<file path="config.mk">
export PLATFORM = sky130hd
export DESIGN_NAME = cfg_i2c_slave
export DESIGN_NICKNAME = d
export VERILOG_FILES = /design/src/rtl/cfg_i2c_slave.sv
export SDC_FILE = /design/constraint.sdc
export NUM_CORES = 1
export LEC_CHECK = 0
export CELL_PAD_IN_SITES_DETAIL_PLACEMENT = 2
export CELL_PAD_IN_SITES_GLOBAL_PLACEMENT = 2
export CORE_MARGIN = 2
export CORE_UTILIZATION = 40
export DETAILED_ROUTE_END_ITERATION = 6
export DONT_BUFFER_PORTS = 1
export PLACE_DENSITY = 0.86
export SLEW_MARGIN = 20
export SYNTH_ARGS = -nofsm -noshare
export SYNTH_HDL_FRONTEND = slang
export SYNTH_SLANG_ARGS = --single-unit
</file>
<file path="constraint.sdc">
create_clock -name clk -period 2.7 [get_ports clk]
set_clock_uncertainty 0.15 [all_clocks]
set_input_delay 0.405 -clock clk [delete_from_list [all_inputs] [get_ports clk]]
set_output_delay 0.405 -clock clk [all_outputs]
set_load 0.05 [all_outputs]
</file>
<file path="src/rtl/cfg_i2c_slave.sv">
module cfg_i2c_slave #(
  parameter logic [4:0] DEV_ID       = 5'b10010,
  parameter int         SYNC_STAGES  = 2,
  parameter logic [7:0] CTRL_DEFAULT = 8'h03,
  parameter logic [7:0] FREQ_DEFAULT = 8'h00
) (
  input  logic       clk,
  input  logic       rst_n,
  input  logic       scl_i,
  input  logic       sda_i,
  input  logic [1:0] addr_pins,
  output logic       sda_oe,
  output logic [7:0] ctrl_q,
  output logic [7:0] freq_q
);
  localparam logic [7:0] OP_FREQ    = 8'h12;
  localparam logic [7:0] OP_CTRL_RST = 8'h15;
  localparam logic [7:0] OP_RD_CTRL = 8'h16;
  localparam logic [7:0] OP_RD_FREQ = 8'h17;
  localparam logic [1:0] SEL_NONE = 2'd0, SEL_CTRL = 2'd1, SEL_FREQ = 2'd2;

  typedef enum logic [1:0] {S_IDLE, S_RX, S_TX} st_t;
  typedef enum logic [1:0] {K_ADDR, K_CMD, K_DATA} kind_t;

  logic [SYNC_STAGES-1:0] scl_sr, sda_sr;
  logic scl_d, sda_d;
  wire scl_s = scl_sr[SYNC_STAGES-1];
  wire sda_s = sda_sr[SYNC_STAGES-1];

  always_ff @(posedge clk or negedge rst_n)
    if (!rst_n) begin
      scl_sr <= '1; sda_sr <= '1; scl_d <= 1'b1; sda_d <= 1'b1;
    end else begin
      scl_sr <= {scl_sr[SYNC_STAGES-2:0], scl_i};
      sda_sr <= {sda_sr[SYNC_STAGES-2:0], sda_i};
      scl_d  <= scl_s;
      sda_d  <= sda_s;
    end

  st_t         st;
  kind_t       kind;
  logic [3:0]  bitcnt;
  logic [7:0]  shreg;
  logic        ack, go_tx, start_hi;
  logic [1:0]  rd_sel;

  wire scl_rise  = scl_s & ~scl_d;
  wire scl_fall  = ~scl_s & scl_d;
  wire start_det = scl_s & scl_d & sda_d & ~sda_s;
  wire stop_det  = scl_s & scl_d & ~sda_d & sda_s & ~start_hi;
  wire [7:0] rx_byte = {shreg[6:0], sda_s};
  wire [7:0] tx_src  = (rd_sel == SEL_FREQ) ? freq_q : ctrl_q;

  logic       cmd_ok;
  logic [7:0] ctrl_nx;
  always_comb begin
    cmd_ok  = 1'b1;
    ctrl_nx = ctrl_q;
    case (rx_byte)
      8'h13: ctrl_nx[0] = 1'b1;
      8'h14: ctrl_nx[0] = 1'b0;
      8'h11: ctrl_nx[1] = 1'b1;
      8'h10: ctrl_nx[1] = 1'b0;
      8'h09: ctrl_nx[2] = 1'b1;
      8'h08: ctrl_nx[2] = 1'b0;
      8'h0B: ctrl_nx[3] = 1'b1;
      8'h0A: ctrl_nx[3] = 1'b0;
      8'h0D: ctrl_nx[4] = 1'b1;
      8'h0C: ctrl_nx[4] = 1'b0;
      8'h0E: ctrl_nx[5] = 1'b1;
      8'h0F: ctrl_nx[5] = 1'b0;
      OP_CTRL_RST: ctrl_nx = CTRL_DEFAULT;
      OP_FREQ, OP_RD_CTRL, OP_RD_FREQ: ;
      default: cmd_ok = 1'b0;
    endcase
  end

  always_ff @(posedge clk or negedge rst_n)
    if (!rst_n) begin
      st <= S_IDLE; kind <= K_ADDR; bitcnt <= '0; shreg <= '0;
      ack <= 1'b0; go_tx <= 1'b0; start_hi <= 1'b0; rd_sel <= SEL_NONE;
      sda_oe <= 1'b0; ctrl_q <= CTRL_DEFAULT; freq_q <= FREQ_DEFAULT;
    end else if (start_det) begin
      st <= S_RX; kind <= K_ADDR; bitcnt <= '0; sda_oe <= 1'b0; start_hi <= 1'b1;
    end else if (stop_det) begin
      st <= S_IDLE; rd_sel <= SEL_NONE; sda_oe <= 1'b0;
    end else begin
      if (scl_fall) start_hi <= 1'b0;
      case (st)
        S_RX:
          if (scl_rise && bitcnt < 4'd8) begin
            shreg  <= rx_byte;
            bitcnt <= bitcnt + 4'd1;
            if (bitcnt == 4'd7)
              case (kind)
                K_ADDR:
                  if (rx_byte[7:1] == {DEV_ID, addr_pins}) begin
                    ack   <= rx_byte[0] ? (rd_sel != SEL_NONE) : 1'b1;
                    go_tx <= rx_byte[0];
                    if (!rx_byte[0]) kind <= K_CMD;
                  end else begin
                    ack <= 1'b0; go_tx <= 1'b0;
                  end
                K_CMD: begin
                  ack <= cmd_ok; go_tx <= 1'b0;
                  if (cmd_ok) begin
                    ctrl_q <= ctrl_nx;
                    if (rx_byte == OP_FREQ) kind <= K_DATA;
                    rd_sel <= (rx_byte == OP_RD_CTRL) ? SEL_CTRL :
                              (rx_byte == OP_RD_FREQ) ? SEL_FREQ : SEL_NONE;
                  end
                end
                default: begin
                  freq_q <= rx_byte; ack <= 1'b1; go_tx <= 1'b0; kind <= K_CMD;
                end
              endcase
          end else if (scl_fall && bitcnt == 4'd8) begin
            sda_oe <= ack;
            bitcnt <= 4'd9;
          end else if (scl_fall && bitcnt == 4'd9) begin
            sda_oe <= 1'b0;
            bitcnt <= '0;
            if (!ack) st <= S_IDLE;
            else if (go_tx) begin
              st     <= S_TX;
              shreg  <= tx_src;
              sda_oe <= ~tx_src[7];
            end
          end
        S_TX:
          if (scl_rise && bitcnt < 4'd9) bitcnt <= bitcnt + 4'd1;
          else if (scl_fall) begin
            if (bitcnt >= 4'd1 && bitcnt <= 4'd7) begin
              shreg  <= shreg << 1;
              sda_oe <= ~shreg[6];
            end else if (bitcnt == 4'd8) sda_oe <= 1'b0;
            else if (bitcnt == 4'd9) begin
              st <= S_IDLE; rd_sel <= SEL_NONE;
            end
          end
        default: ;
      endcase
    end


  idle_quiet_chk: assert property (@(posedge clk) disable iff (!rst_n)
    st == S_IDLE |-> !sda_oe);

  drive_low_phase_chk: assert property (@(posedge clk) disable iff (!rst_n)
    (sda_oe && !$past(sda_oe)) |-> !scl_s);

  freq_commit_chk: assert property (@(posedge clk) disable iff (!rst_n)
    (freq_q != $past(freq_q)) |-> $past(st == S_RX && kind == K_DATA && scl_rise));

  stop_cancel_chk: assert property (@(posedge clk) disable iff (!rst_n)
    stop_det |=> (st == S_IDLE && rd_sel == SEL_NONE));

  spare_bits_chk: assert property (@(posedge clk) disable iff (!rst_n)
    ctrl_q[7:6] == 2'b00);
endmodule

</file>
**Yosys cells after proc, flatten, opt, wreduce, memory -nomap -nowiden**

Index checks and enable logic that the tools add are counted.

- Word-level logic and storage cells: 220
- Output and inout port bits: 17
- Bits of input ports: 6
- Bits in registers: 41

- Mux-type cells: 75
- Reductions and logical operators: 44
- Equality and inequality tests: 58
- Bitwise logic cells: 18
- Add/subtract/negate cells: 1
- $lt $le $gt $ge: 4

Operator list:

| kind | count |
|---|---|
| $eq 8x4->1 const B | 8 |
| $eq 8x5->1 const B | 8 |
| $mux 2 | 28 |
| $mux 7 | 8 |
| $reduce_and 8->1 | 7 |
| $ne 3x3->1 const B | 17 |
| $ne 4x4->1 const B | 8 |
| $mux 4 | 6 |
| $reduce_bool 2->1 | 12 |
| $ne 5x5->1 const B | 4 |
| $reduce_and 10->1 | 2 |
| $mux 1 | 19 |
| $pmux 1 s2 | 8 |
| $reduce_or 16->1 | 1 |
| $pmux 7 s2 | 1 |
| $reduce_or 2->1 | 7 |
| $pmux 2 s2 | 3 |
| $reduce_and 6->1 | 2 |
| $reduce_and 11->1 | 1 |
| $not 1->1 | 10 |
| $and 1x1->1 | 8 |
| $eq 4x4->1 const B | 2 |
| $lt 4x4->1 const B | 2 |
| $mux 8 | 1 |
| 17 further kinds | 27 |

**Logic depth before layout (Yosys ltp)**

Gate-level depths: netlist of the first run.

- Depth in word-level cells: 11
- Depth in mapped cells: 9
- Gate-level depth less buffers: 7

**Least setup slack after synthesis of the first run**

Ideal clock, no wire load.

- Kind: register to register
- Start point: reg bitcnt[0]
- End point: reg shreg[1]
- Path buffers: 2
- Data required time: 2.422 ns
- Arrival: 2.065 ns
- Stages on the path, launching flop included: 10
- Slack: 0.358 ns
- Setup time: 0.128 ns
- Period minus slack after synthesis: 2.342 ns
- Cell sequence: dfrtp_1 -> inv_1 -> ha_1 -> nor2b_1 -> buf_2 -> a211oi_2 -> a21boi_0 -> or3_1 -> buf_2 -> mux2_1

- Longest elaborated chain between the ends: 4
- Elaborated cells on any way between the ends: 20
- Classes of those cells: order compare: 4; eq/ne: 8; mux: 2; reduce/logical: 6

RTL lines:

| what | RTL line | text |
|---|---|---|
| start: declaration | 42 | `logic [3:0] bitcnt;` |
| start signal: assignment | 93 | `bitcnt <= bitcnt + 4'd1;` |
| start signal: assignment | 131 | `if (scl_rise && bitcnt < 4'd9) bitcnt <= bitcnt + 4'd1;` |
| $lt 4x4->1, or another cell as far along | 91 | `if (scl_rise && bitcnt < 4'd8) begin` |
| $logic_and 1x1->1 (on tied branches) | -- |  |
| $ne 3x3->1 (no line), or another cell as far along | -- |  |
| $reduce_and 10->1 (no line) or $pmux 7 s2 (tied branches) | -- |  |
| end signal: assignment | 92 | `shreg <= rx_byte;` |
| end signal: assignment | 126 | `shreg <= tx_src;` |
| end signal: assignment | 134 | `shreg <= shreg << 1;` |
| end: declaration | 43 | `logic [7:0] shreg;` |

Several ways; a longest one is shown, not always the timed one.
A chain may end at the register's enable or synchronous reset.

**Final worst setup path of the first run**

- Start point: reg bitcnt[0]
- End point: reg rd_sel[1]

- Longest elaborated chain between the ends: 4
- Elaborated cells on any way between the ends: 17
- Classes of those cells: order compare: 4; eq/ne: 9; reduce/logical: 4

RTL lines:

| what | RTL line | text |
|---|---|---|
| $ge 4x1->1, or another cell as far along | 133 | `if (bitcnt >= 4'd1 && bitcnt <= 4'd7) begin` |
| $logic_and 1x1->1 (on tied branches) | 133, 131, 91 |  |
| $ne 3x3->1 (no line) | -- |  |
| $reduce_and 11->1 (no line) * | -- |  |
| end signal: assignment | 109 | `rd_sel <= (rx_byte == OP_RD_CTRL) ? SEL_CTRL :` |
| end: declaration | 45 | `logic [1:0] rd_sel;` |

Every way passes the cells marked *; elsewhere a longest branch is shown, timed or not.

==> results of run 1 <==
-- synthesized netlist by cell type, types with 3 or more instances --
library cell  count
buf_2             5
inv_1            10
nand2b_1          5
dfstp_2           8
mux2_2            9
a21oi_1           6
nand2_1          25
ha_1              5
dfrtp_1          33
buf_4             3
a31oi_1           6
nor2b_1           6
o211ai_1          5
nand3b_1          3
nor2_1           18
o21ai_0           7
clkbuf_1          9
and4b_1           3
mux2i_1           8
mux2_1            5
a21o_1            3
nand3_1          11
nand4_1           6
o31ai_1           4
o41ai_1           5
-- cell type report --
cell class / instances / area (um^2)
timing repair buffer: 11 / 103
clock inverter: 2 / 15.0
inverter: 10 / 37.5
sequential: 41 / 1040
fill: 641 / 3240
multi-input combinational: 182 / 1290
tap: 75 / 93.8
clock buffer: 6 / 72.6
-- metrics by stage --
step	utilization	std cells	hold slack, ns	worst slack, ns	total power, W
5_1_grt	0.449	327	0.219	0.0225	0.00182
3_5_place_dp	0.424	315	-0.0397	0.166	0.00129
2_1_floorplan	-	250	-0.0406	0.358	0.00114
6_report	0.449	327	0.214	0.131	0.00174
4_1_cts	0.447	327	0.212	0.136	0.00172
3_3_place_gp	0.424	315	-0.0399	0.271	0.00126
-- power by group through the flow --
stage | Clock, W | Sequential (W) | Combinational, W
2_1_floorplan | 0 | 0.000750 | 0.000391
3_3_place_gp | 0 | 0.000818 | 0.000437
3_5_place_dp | 0 | 0.000828 | 0.000459
4_1_cts | 0.000418 | 0.000818 | 0.000486
5_1_grt | 0.000443 | 0.000834 | 0.000542
6_report | 0.000419 | 0.000824 | 0.000499
-- registers in the layout (all words and copies together) (netlist names) --
name      flops
st            2
ctrl_q        6
scl_d         1
shreg         7
kind          2
sda_oe        1
freq_q        8
ack           1
scl_sr        2
sda_sr        2
go_tx         1
start_hi      1
bitcnt        4
rd_sel        2
sda_d         1
-- repair_timing --
action,4_1_cts,5_1_grt
endpoints found under the setup margin,0,5
resized for setup,0,2
hold buffers,4,0
hold endpoints to repair,43,0
-- metal layers --
| layer | GRT usage | vias up |
|---|---|---|
| li1 | - | 911 |
| met1 | 0.308 | 1048 |
| met2 | 0.450 | 35 |
| met3 | 0.0385 | 15 |
| met4 | 0.0750 | 0 |
| met5 | 0 | - |
-- kinds of logic after synthesis --
group,Yosys count
AND/OR/NAND/NOR,95
AO/OA/AOI/OAI,54
flip-flops,41
buffers and inverters,27
multiplexers,22
adder cells (fa/ha/maj),5
XOR/XNOR,4
other,1
-- final timing paths --
kind                                         endpoint  slack (ns)  cells after the start
max in group asynchronous         sda_sr[0]$_DFF_PN1_        1.71                      2
worst max register to register  rd_sel[1]$_DFFE_PN0P_        0.13                      7
min in group asynchronous       freq_q[7]$_DFFE_PN0P_        0.42                      2
worst min register to register    scl_sr[1]$_DFF_PN1_        0.21                      0
worst min-delay path              scl_sr[1]$_DFF_PN1_        0.21                      0
worst max-delay path            rd_sel[1]$_DFFE_PN0P_        0.13                      7
-- worst max-delay path, stage by stage (launching register included) --
cell and delay, ns:
dfrtp_1 0.45, inv_1 0.07, ha_1 0.24, nand4bb_1 0.27, o21a_1 0.26, a221o_1 0.32, or4_1 0.51, a21boi_1 0.23
==> flow_summary.yaml, run 1 <==
clocking:
  htreeDepth: 2
  clk_latency_ns: 0.30
  path_clk_slew_ns: 0.09
  clk_path_buf_depth: 2
  clock_sinks: 41
  root_buffer: "clkbuf_8"
  post_cts_buffers: 0
  cts_tree: "built"
  cts_made_buffers: 5
pwr:
  p_switching_w: 0.000676
  internal_power_w: 0.00107
  seqPwrFrac: 0.473
  vdd_drop_max_v: 0.000453
  swShare: 0.388
  power_leakage_nw: 1.17
  power_frac_comb: 0.287
  p_clk_frac: 0.241
  power_density_mw_per_mm2: 659
timing:
  fin_tns_setup_ns: 0
  grt_setup_unrepaired: "no"
  fmax_ghz: 0.389
  finalHoldViolCount: 0
  slew_viol_final: 0
  period_needed_ns: 2.57
  worst_pin_slew_ns: 0.614
  timing.final.crit_share: 0.951
  maxSlewHeadroom: 0.590
  setup_viol: 0
finish:
  area_growth_pct: 8.97
  layout_commonest_cell: "dfrtp_1"
  final_cell_mix: "dfrtp_1, nand2_1, nor2_1"
  antennaDiodeCount: 0
  nets: 262
  drive_gt1_frac: 0.159
  final_area_mm2: 0.00264
grt:
  grt_pass1_wl_um: 12400
  grt_max_degree: 42
  antenna_found_initial: 0
  overflow: 0
  grt_usage: 0.251
  grt_pass1_vias: 2228
drt:
  top_layer_used: "met4"
  dr_wl_met3_um: 182
  via_count: 2009
  m1WireLength_um: 3380
  wl_um: 7760
  ant_nets: 0
  drc: 0
  drt-vias-per-instance: 6.14
  wl_met2_um: 4020
  drtIter0Drc: 40
  dr.pass1.iters: 4
  wl_per_cell_um: 23.7
synthesis:
  syn-cell-area_mm2: 0.00243
  syn_inst: 249
  synth_edf_count: 0
  synth.area.top_cells: "dfrtp_1, dfstp_2, mux2_2"
  synth_compound_area_frac: 0.165
  synth_ff_type: "dfrtp_1"
  yosys.area_share.simple: 0.219
  synth.largest_area_cell: "dfrtp_1"
  synth_xor_area_frac: 0.0144
  synthMuxAreaShare: 0.0980
  yosys.area_share.adder: 0.0258
  synth.distinct_cells: 59
  synth-seq-cells: 41
  ys_async_sr_fraction: 1.00
  synth.top_cell.area_share: 0.340
  syn_avg_cell_area_um2: 9.74
  ys_warn_count: 0
  ys_seq_area_frac: 0.427
  synth_top_family_by_area: "simple AND/OR/NAND/NOR gates"
die:
  num_rows: 28
  die_y_um: 81.9
  start_util: 0.412
  die_w_um: 81.9
  io_pins: 23
  dieArea_mm2: 0.00670
  core_mm2: 0.00589
setup_path:
  cp-start-kind: "register"
  arrival_ns: 2.63
  crit_type: "reg -> reg"
  rr_startpoint: "bitcnt[0]$_DFFE_PN0P_"
  end_kind: "register"
  crit_fanout: 6
  critPathLaunch: "bitcnt[0]$_DFFE_PN0P_"
  cp_data_required_time_ns: 2.76
placed_design:
  dpl.hpwl_um: 5130
  port_buffers: 0
  gp_congestion: 0.847
  post_dp_cell_area_mm2: 0.00249
outcome:
  status: "completed"
min_path:
  min_path_type: "reg -> reg"
  hold_start: "scl_sr[0]$_DFF_PN1_"
flow_run:
  cap_violations: 0
Note: power is estimated with default switching activity, not from simulation.
==> inputs of run 2 (changes only) <==
--- a/config.mk
+++ b/config.mk
@@ -5,10 +5,12 @@
 export SDC_FILE = /design/constraint.sdc
 export NUM_CORES = 1
 export LEC_CHECK = 0
+export ABC_AREA = 1
+export ABC_CLOCK_PERIOD_IN_PS = 2700
 export CELL_PAD_IN_SITES_DETAIL_PLACEMENT = 2
 export CELL_PAD_IN_SITES_GLOBAL_PLACEMENT = 2
 export CORE_MARGIN = 2
-export CORE_UTILIZATION = 40
+export CORE_UTILIZATION = 36
 export DETAILED_ROUTE_END_ITERATION = 6
 export DONT_BUFFER_PORTS = 1
 export PLACE_DENSITY = 0.86
==> flow_summary.yaml, run 2 <==
synthesis:
  synth_ff_type: "dfrtp_1"
  synth.top_cell.area_share: 0.334
  ys_seq_area_frac: 0.419
  synth.largest_area_cell: "dfrtp_1"
  synth.top_cells.by_count: "nand2_1, nor2_1, inv_1"
  synth_edf_count: 0
  ys_async_sr_fraction: 1.00
  synth.distinct_cells: 35
  synth-seq-cells: 41
  ys_warn_count: 0
  synth.most_common_cell: "nand2_1"
  synth.area.top_cells: "dfrtp_1, nand2_1, dfstp_2"
  syn_inst: 341
  syn_avg_cell_area_um2: 7.25
  syn-cell-area_mm2: 0.00247
pwr:
  power_leakage_nw: 1.26
  p_switching_w: 0.00121
  p_clk_frac: 0.178
  vdd_drop_max_v: 0.000326
  fin_total_pwr_w: 0.00245
  internal_power_w: 0.00124
  seqPwrFrac: 0.357
  power_density_mw_per_mm2: 910
  swShare: 0.495
  power_frac_comb: 0.465
clocking:
  hold_buffers: 4
  cts_resized: 0
  clk_latency_ns: 0.32
  cts_made_buffers: 5
  clk_path_buf_depth: 2
  clock_sinks: 41
  path_clk_slew_ns: 0.08
  root_buffer: "clkbuf_8"
  post_cts_buffers: 0
  htreeDepth: 2
  cts_tree: "built"
setup_path:
  crit_family: "simple AND/OR/NAND/NOR gates"
  critPathLaunch: "bitcnt[0]$_DFFE_PN0P_"
  r2r_cells: 10
  path_depth: 10
  cp-start-kind: "register"
  r2r_end: "bitcnt[0]$_DFFE_PN0P_"
  cp-endpoint: "bitcnt[0]$_DFFE_PN0P_"
  cp_data_required_time_ns: 2.78
  r2r_slack_ns: 0.49
  arrival_ns: 2.29
  slowest_stage: "dfrtp_1"
  rr_startpoint: "bitcnt[0]$_DFFE_PN0P_"
  crit_fanout: 6
  path_cells: "inv_1 > ha_1 > nand2_1 > nor3_1 > inv_1 > nand2_1 > o21ai_0 > nand2_1 > nand2_1 > o21ai_0"
  cpMostUsedCell: "nand2_1"
  slowest_delay_ns: 0.43
  end_kind: "register"
  crit_buf_inv: 2
  crit_type: "reg -> reg"
die:
  core_mm2: 0.00672
  dieArea_mm2: 0.00755
  die_w_um: 86.9
  io_pins: 23
  die_y_um: 86.9
  num_rows: 30
  start_util: 0.368
timing:
  maxSlewHeadroom: 0.600
  holdWs_ns: 0.209
  slew_viol_final: 0
  period_needed_ns: 2.21
  setup_viol: 0
  fmax_ghz: 0.452
  finalHoldViolCount: 0
  worst_pin_slew_ns: 0.601
  fin_tns_setup_ns: 0
  grt_setup_unrepaired: "no"
  timing.final.crit_share: 0.819
grt:
  antenna_found_initial: 0
  grt_pass1_vias: 2585
  overflow: 0
  grt_max_degree: 42
  grt_pass1_wl_um: 13700
  grt_usage: 0.236
finish:
  nets: 358
  final_cell_mix: "nand2_1, nor2_1, inv_1"
  antennaDiodeCount: 0
  reg_top3: "freq_q: 8 flops, shreg: 7 flops, ctrl_q: 6 flops"
  largest_register_ffs: 8
  layout_commonest_cell: "nand2_1"
  fillCellCount: 819
  top_register: "freq_q"
  multiInputGateArea_mm2: 0.00123
  seq_area_mm2: 0.00104
  drive_gt1_frac: 0.103
  area_growth_pct: 8.70
placed_design:
  gp_congestion: 0.827
  dpl.hpwl_um: 5950
  port_buffers: 0
drt:
  via_count: 2332
  drc: 0
  dr.pass1.iters: 4
  drtIter0Drc: 82
  drt-vias-per-instance: 5.45
  wl_um: 7980
  wl_per_cell_um: 18.7
  ant_nets: 0
outcome:
  status: "completed"
min_path:
  min_path_type: "reg -> reg"
flow_run:
  cap_violations: 0
[run 2: cell count changes after synthesis, sizes merged, moves of 14 or more]
cell,change
inv,+31
nor2,+37
nand3,+17
mux2,-14
nand2,+62
o21ai,+25
[run 2: final cells by class]
type | count | share of cell area
clock inverter | 3 | 0.00838
inverter | 41 | 0.0573
timing repair buffer | 6 | 0.0270
clock buffer | 5 | 0.0256
tap | 80 | 0.0372
sequential | 41 | 0.385
multi-input combinational | 252 | 0.459
[run 2: logic make-up (layout without fill, tap and decap cells)]
family | count (synthesis) | after routing | share of synthesized area
buffers and inverters | 49 | 55 | 0.0835
other | 1 | 2 | 0.00152
adder cells (fa/ha/maj) | 5 | 5 | 0.0253
flip-flops | 41 | 41 | 0.419
AO/OA/AOI/OAI | 61 | 61 | 0.143
multiplexers | 1 | 1 | 0.00405
AND/OR/NAND/NOR | 183 | 183 | 0.324
[run 2: worst min-delay path by stage]
stage,start,endpoint,slack (ns),cells after the start
final,sda_sr[0]$_DFF_PN1_,sda_sr[1]$_DFF_PN1_,0.21,0
after detailed placement,rst_n,sda_oe$_DFFE_PN0P_,-0.04,0
after floorplan,rst_n,ack$_DFFE_PN0P_,-0.04,0
after CTS,addr_pins[0],go_tx$_DFFE_PN0P_,0.21,3
after global routing,addr_pins[0],go_tx$_DFFE_PN0P_,0.22,3
after global placement,rst_n,sda_oe$_DFFE_PN0P_,-0.04,0
[run 2: power groups by stage]
| stage | Clock, W | Combinational, W | Sequential [W] |
|---|---|---|---|
| after floorplan | 0 | 0.000842 | 0.000841 |
| after global placement | 0 | 0.00104 | 0.000878 |
| after detailed placement | 0 | 0.00110 | 0.000884 |
| after CTS | 0.000449 | 0.00114 | 0.000874 |
| after global routing | 0.000474 | 0.00131 | 0.000894 |
| final | 0.000434 | 0.00114 | 0.000874 |
[run 2: routing by layer]
| metal | part of all wire | vias up | GRT usage | wire [um] |
|---|---|---|---|---|
| met1 | 0.49 | 1171 | 0.341 | 3930 |
| met5 | 0 | - | 0 | 0 |
| met2 | 0.46 | 31 | 0.364 | 3660 |
| met3 | 0.039 | 6 | 0.0464 | 312 |
| li1 | - | 1124 | - | - |
| met4 | 0.0099 | 0 | 0.0554 | 79 |
[run 2: per-stage QoR]
stage	utilization	area (um^2)	std cells	worst slack, ns
floorplan	-	2480	342	0.882
global placement	0.378	2540	416	0.592
detailed placement	0.378	2540	416	0.526
CTS	0.400	2690	428	0.480
global route	0.400	2690	428	0.238
finish	0.400	2690	428	0.489
